--- src/rtl/pab_pkg.sv ---
package pab_pkg;
   typedef enum logic {
      SEL_BRKADR = 1'b0,
      SEL_CTRL   = 1'b1
   } pab_sel_e;

   localparam int CTRL_EN_BIT   = 0;
   localparam int CTRL_FLAG_BIT = 1;
endpackage

--- src/rtl/pab_cmp.sv ---
module pab_cmp #(
   parameter int ADDR_W     = 24,
   parameter bit IGNORE_LSB = 1'b1
) (
   input  logic              strobe_i,
   input  logic [ADDR_W-1:0] addr_i,
   input  logic [ADDR_W-1:0] brk_addr_i,
   output logic              hit_o
);
   logic [ADDR_W-1:0] eq_bits;

   for (genvar i = 0; i < ADDR_W; i++) begin : g_bit
      if (IGNORE_LSB && i == 0) begin : g_skip
         assign eq_bits[i] = 1'b1 | (addr_i[i] ^ brk_addr_i[i]);
      end else begin : g_cmp
         assign eq_bits[i] = ~(addr_i[i] ^ brk_addr_i[i]);
      end
   end

   assign hit_o = strobe_i & (&eq_bits);
endmodule

--- src/rtl/pab_regs.sv ---
module pab_regs
   import pab_pkg::*;
#(
   parameter int ADDR_W     = 24,
   parameter bit IGNORE_LSB = 1'b1
) (
   input  logic              clk,
   input  logic              rst_n,
   input  pab_sel_e          sel_i,
   input  logic              wr_i,
   input  logic              rd_i,
   input  logic [ADDR_W-1:0] wdata_i,
   input  logic              flag_i,
   output logic [ADDR_W-1:0] rdata_o,
   output logic [ADDR_W-1:0] brk_addr_o,
   output logic              en_o,
   output logic              arm_o,
   output logic              clr_o
);
   localparam int LO = IGNORE_LSB ? 1 : 0;

   logic              ctrl_wr;
   logic [ADDR_W-1:0] ctrl_view;
   logic [ADDR_W-1:0] rd_mux;

   assign ctrl_wr = wr_i && (sel_i == SEL_CTRL);

   if (IGNORE_LSB) begin : g_half
      logic [ADDR_W-1:1] addr_q;
      always_ff @(posedge clk or negedge rst_n) begin
         if (!rst_n)                             addr_q <= '0;
         else if (wr_i && sel_i == SEL_BRKADR)   addr_q <= wdata_i[ADDR_W-1:1];
      end
      assign brk_addr_o = {addr_q, 1'b0};
   end else begin : g_full
      logic [ADDR_W-1:0] addr_q;
      always_ff @(posedge clk or negedge rst_n) begin
         if (!rst_n)                             addr_q <= '0;
         else if (wr_i && sel_i == SEL_BRKADR)   addr_q <= wdata_i;
      end
      assign brk_addr_o = addr_q;
   end

   always_ff @(posedge clk or negedge rst_n) begin
      if (!rst_n)       en_o <= 1'b0;
      else if (ctrl_wr) en_o <= wdata_i[CTRL_EN_BIT];
   end

   always_comb begin
      ctrl_view                = '0;
      ctrl_view[CTRL_EN_BIT]   = en_o;
      ctrl_view[CTRL_FLAG_BIT] = flag_i;
      rd_mux = (sel_i == SEL_CTRL) ? ctrl_view : brk_addr_o;
   end

   always_ff @(posedge clk or negedge rst_n) begin
      if (!rst_n)    rdata_o <= '0;
      else if (rd_i) rdata_o <= rd_mux;
   end

   assign arm_o = rd_i && (sel_i == SEL_CTRL) && flag_i;
   assign clr_o = ctrl_wr && !wdata_i[CTRL_FLAG_BIT];


   lsb_zero_chk: assert property (@(posedge clk) disable iff (!rst_n)
      (rd_i && sel_i == SEL_BRKADR && LO == 1) |=> (rdata_o[0] == 1'b0));


   rdata_hold_chk: assert property (@(posedge clk) disable iff (!rst_n)
      !rd_i |=> $stable(rdata_o));
endmodule

--- src/rtl/pab_flag.sv ---
module pab_flag (
   input  logic clk,
   input  logic rst_n,
   input  logic set_i,
   input  logic arm_i,
   input  logic clr_i,
   output logic flag_o
);
   logic armed_q;
   logic flag_d;

   always_comb begin
      if (set_i)                 flag_d = 1'b1;
      else if (clr_i && armed_q) flag_d = 1'b0;
      else                       flag_d = flag_o;
   end

   always_ff @(posedge clk or negedge rst_n) begin
      if (!rst_n) begin
         flag_o  <= 1'b0;
         armed_q <= 1'b0;
      end else begin
         flag_o <= flag_d;
         if (!flag_d)    armed_q <= 1'b0;
         else if (arm_i) armed_q <= 1'b1;
      end
   end


   clear_needs_arm_chk: assert property (@(posedge clk) disable iff (!rst_n)
      $fell(flag_o) |-> $past(armed_q && clr_i));


   set_wins_chk: assert property (@(posedge clk) disable iff (!rst_n)
      set_i |=> flag_o);
endmodule

--- src/rtl/pab_unit.sv ---
module pab_unit
   import pab_pkg::*;
#(
   parameter int ADDR_W     = 24,
   parameter bit IGNORE_LSB = 1'b1
) (
   input  logic              clk,
   input  logic              rst_n,
   input  logic              reg_sel,
   input  logic              reg_wr,
   input  logic              reg_rd,
   input  logic [ADDR_W-1:0] reg_wdata,
   output logic [ADDR_W-1:0] reg_rdata,
   input  logic              pf_strobe,
   input  logic [ADDR_W-1:0] pf_addr,
   output logic              brk_irq,
   output logic              brk_unmask
);
   if (ADDR_W < 2 || ADDR_W > 32) begin : g_bad_width
      $error("pab_unit: ADDR_W must lie in 2..32");
   end

   pab_sel_e          sel;
   logic [ADDR_W-1:0] brk_addr;
   logic              en;
   logic              hit;
   logic              flag;
   logic              arm;
   logic              clr;

   assign sel = pab_sel_e'(reg_sel);

   pab_regs #(.ADDR_W(ADDR_W), .IGNORE_LSB(IGNORE_LSB)) u_regs (
      .clk(clk), .rst_n(rst_n), .sel_i(sel), .wr_i(reg_wr), .rd_i(reg_rd),
      .wdata_i(reg_wdata), .flag_i(flag), .rdata_o(reg_rdata),
      .brk_addr_o(brk_addr), .en_o(en), .arm_o(arm), .clr_o(clr)
   );

   pab_cmp #(.ADDR_W(ADDR_W), .IGNORE_LSB(IGNORE_LSB)) u_cmp (
      .strobe_i(pf_strobe), .addr_i(pf_addr), .brk_addr_i(brk_addr), .hit_o(hit)
   );

   pab_flag u_flag (
      .clk(clk), .rst_n(rst_n), .set_i(hit && en), .arm_i(arm),
      .clr_i(clr), .flag_o(flag)
   );

   assign brk_irq    = en & flag;
   assign brk_unmask = brk_irq;


   strobe_only_chk: assert property (@(posedge clk) disable iff (!rst_n)
      $rose(flag) |-> $past(pf_strobe));


   disabled_no_set_chk: assert property (@(posedge clk) disable iff (!rst_n)
      (!en && !flag) |=> !flag);


   en_drop_chk: assert property (@(posedge clk) disable iff (!rst_n)
      $fell(en) |-> !brk_irq);
endmodule

--- config.mk ---
export PLATFORM = sky130hd
export DESIGN_NAME = pab_unit
export DESIGN_NICKNAME = d
export VERILOG_FILES = /design/src/rtl/pab_pkg.sv /design/src/rtl/pab_cmp.sv /design/src/rtl/pab_regs.sv /design/src/rtl/pab_flag.sv /design/src/rtl/pab_unit.sv
export SDC_FILE = /design/constraint.sdc
export NUM_CORES = 1
export LEC_CHECK = 0
export BUFFER_PORTS_ARGS = -buffer_cell sky130_fd_sc_hd__buf_2
export CAP_MARGIN = 20
export CORE_AREA = 2 2 70 72
export CTS_CLUSTER_DIAMETER = 80
export DETAILED_ROUTE_END_ITERATION = 12
export DIE_AREA = 0 0 72 74
export PLACE_DENSITY = 0.88
export SETUP_SLACK_MARGIN = 0.05
export SLEW_MARGIN = 20
export SYNTH_ARGS = -nofsm -noshare
export SYNTH_HDL_FRONTEND = slang
export SYNTH_SLANG_ARGS = --single-unit
--- constraint.sdc ---
create_clock -name clk -period 2.7 [get_ports clk]
set_clock_uncertainty 0.05 [all_clocks]
set_input_delay 0.135 -clock clk [delete_from_list [all_inputs] [get_ports clk]]
set_output_delay 0.135 -clock clk [all_outputs]
set_load 0.03 [all_outputs]
==> qor.yml <==
logic_synthesis:
  ys_types: 25
  synth_commonest_cells: "dfrtp_1 (50), inv_1 (23), o21ai_0 (23), xor2_1 (23), nand3b_1 (22)"
  synth_edf_count: 0
  synth_top_family_by_area: "multiplexers"
  syn_nets: 254
  synth_compound_area_share_pct: 5.78
  synth_top_cells_by_area: "dfrtp_1 (52%), mux2_4 (13%), xor2_1 (8.4%)"
  yosysSeqAreaShare_pct: 52.1
  yosysWarnings: 0
  ys_ff_latch: 50
  synth_xor_area_share_pct: 8.39
  syn_inst: 200
  syn_area_per_cell_sq_um: 12.0
  ys.flop_type: "dfrtp_1"
  synthSimpleGateAreaFrac_pct: 11.6
  yosysMostFrequentCell: "dfrtp_1"
  async_flop_share_pct: 100
  synth_top_area_share_pct: 52.1
  yosys.area.top_type: "dfrtp_1"
  synthMuxAreaShare_pct: 14.8
  synthAdderAreaFrac_pct: 0
  syn_area_sq_um: 2400
power:
  p_sw_mw: 0.524
  p_comb_share_pct: 23.2
  p_clk_share_pct: 23.8
  p_int_mw: 1.21
  peakVddDrop_mv: 0.347
  power_density_nw_per_um2: 600
  switching_share_pct: 30.2
  power_frac_seq_pct: 53.0
  leakage_nw: 1.44
sta:
  final_max_slew_viol_count: 0
  holdWs_ps: 12.7
  setup_violations: 0
  slew_headroom_pct: 50.3
  finalHoldViolCount: 0
  setup_tns_ps: 0
  period_share_pct: 56.0
  fmax_mhz: 662
  worst_slew_pin_slew_ps: 745
  rsz0062_at_grt: "false"
  min_period_ps: 1510
floorplanning:
  core_region_area_sq_um: 4600
  rows: 25
  die_w_microns: 72
  start_util_pct: 52.2
  ios: 80
  die_h_microns: 74
  die_area_sq_um: 5330
worst_setup_path:
  crit_path_end_kind: "flip-flop"
  r2r_start: "u_regs.g_half.addr_q[1]"
  cpMaxStageDelayCell: "dfrtp_1"
  critical_path.max_stage_delay_ps: 410
  critPathRequiredTime_ps: 2870
  worst-endpoint-arrival_ps: 1680
  startpoint: "u_regs.g_half.addr_q[1]"
  cp_cell_sequence: "xor2_1, nor4_1, nand4_1, o21ai_1"
  worst-setup-path-type: "reg -> reg"
  start_kind: "flip-flop"
  crit_fanout: 3
routing:
  drtIter0Drc: 82
  vias_per_cell: 5.09
  wirelength_microns: 4740
  ant_nets: 0
  num_vias: 1685
  drtPass1Iterations: 4
  wire_per_inst_microns: 14.3
  drcViolationCount: 0
run_status:
  outcome: "finished, final reports clean"
global_route:
  grt_start_max_net_pins: 51
  grt_pass1_vias: 1671
  grt_pass1_wl_microns: 7880
  antenna_found_initial: 0
  track_usage_pct: 19.4
  overflow: 0
clocking:
  root_buffer: "clkbuf_8"
  clock_path_buffers: 2
  cts_resized: 0
  tritoncts: "done"
  holdBufCountCts: 0
  cts_max_level: 2
  numClockSinks: 50
  clk_pin_slew_ps: 90
  post-cts-setup-buffers: 0
  clk_latency_ps: 290
  cts_made_buffers: 5
flow_run:
  cap_violations: 0
finish:
  regArea_sq_um: 1250
  drive_above_1_share_pct: 41.5
  final_nets: 330
  fillers: 382
  antenna_cells: 0
  multi_input_area_sq_um: 980
  syn_to_final_growth_pct: 20.3
placed_design:
  gp_congestion: 0.784
  dp_hpwl_microns: 3410
  io_buffer_count: 78
worst_hold_path:
  min-delay-start: "reg_wdata[16]"
  hp-class: "in -> reg"
critical path, delay by kind of cell, from the launching register on:
family / cells / cell delay (ps)
flops: 1 / 410
xor+xnor: 1 / 190
compound gates: 1 / 180
simple gates: 2 / 610
cells by family after synthesis:
kind of cell / count (synthesis)
DFF: 50
and+or+nand+nor: 40
buffers and inverters: 35
AOI/OAI and AO/OA: 27
muxes: 25
xor gates and xnor gates: 23
power by group through the flow:
stage                     registers, mW  clock network [mW]  logic [mW]
after floorplan                    1.00                   0       0.199
after global placement            0.929                   0       0.395
after detailed placement          0.933                   0       0.405
after CTS                         0.919               0.427       0.407
after global routing              0.932               0.464       0.441
final                             0.919               0.413       0.402
layer usage:
layer / routed length, microns / global-route usage (%) / up-vias
met4: 23 / 5.24 / 0
met5: 0 / 0 / -
met1: 2140 / 26.6 / 806
li1: - / - / 819
met2: 2340 / 31.7 / 58
met3: 238 / 4.34 / 2
per-stage QoR:
stage | utilization [%] | total power [mW] | area [sq um] | std cells | setup WS, ps
finish | 62.8 | 1.73 | 2890 | 331 | 1190
detailed placement | 60.7 | 1.34 | 2790 | 322 | 1120
global placement | 60.7 | 1.32 | 2790 | 322 | 1120
global route | 62.8 | 1.84 | 2890 | 331 | 1050
floorplan | - | 1.20 | 2400 | 200 | 1530
CTS | 62.6 | 1.75 | 2880 | 330 | 1150
layout make-up:
| cell class | instances | share of cell area, % |
|---|---|---|
| flip-flops and latches | 50 | 43.3 |
| multi-input cells | 115 | 33.9 |
| clock buffers | 6 | 2.51 |
| well taps | 54 | 2.34 |
| repair buffers | 81 | 14.5 |
| clock inverters | 2 | 0.476 |
| inverters | 23 | 2.99 |
state kept, by name, summed over array words and instances, names as in the netlist:
register,count
u_flag.armed_q,1
u_flag.flag_o,1
u_regs.g_half.addr_q,23
u_regs.rdata_o,24
u_regs.en_o,1
worst paths after layout:
path / depth (start not counted) / slack (ps) / endpoint
max: 4 / 1190 / u_flag.flag_o
max in group asynchronous: 2 / 1840 / u_flag.armed_q
min reg2reg: 2 / 470 / u_regs.rdata_o[16]
min: 2 / 10 / u_regs.g_half.addr_q[16]
max reg2reg: 4 / 1190 / u_flag.flag_o
min in group asynchronous: 2 / 350 / u_regs.g_half.addr_q[18]
placed cells by master (no fill, tap or decap), types with 2 or more instances in the layout:
master    synthesis  routed
mux2_2            4       4
nor4_1            4       4
o21ai_0          23      23
buf_2             3      77
mux2_4           20      20
xor2_1           23      23
dfrtp_1          50      50
buf_4             1       3
o21ai_1           2       2
nand3b_1         22      22
nand2_1           4       4
clkbuf_8          0       5
nand3_1           3       3
inv_1            23      23
nor4_2            2       2
Power figures use the tool's default switching activity.
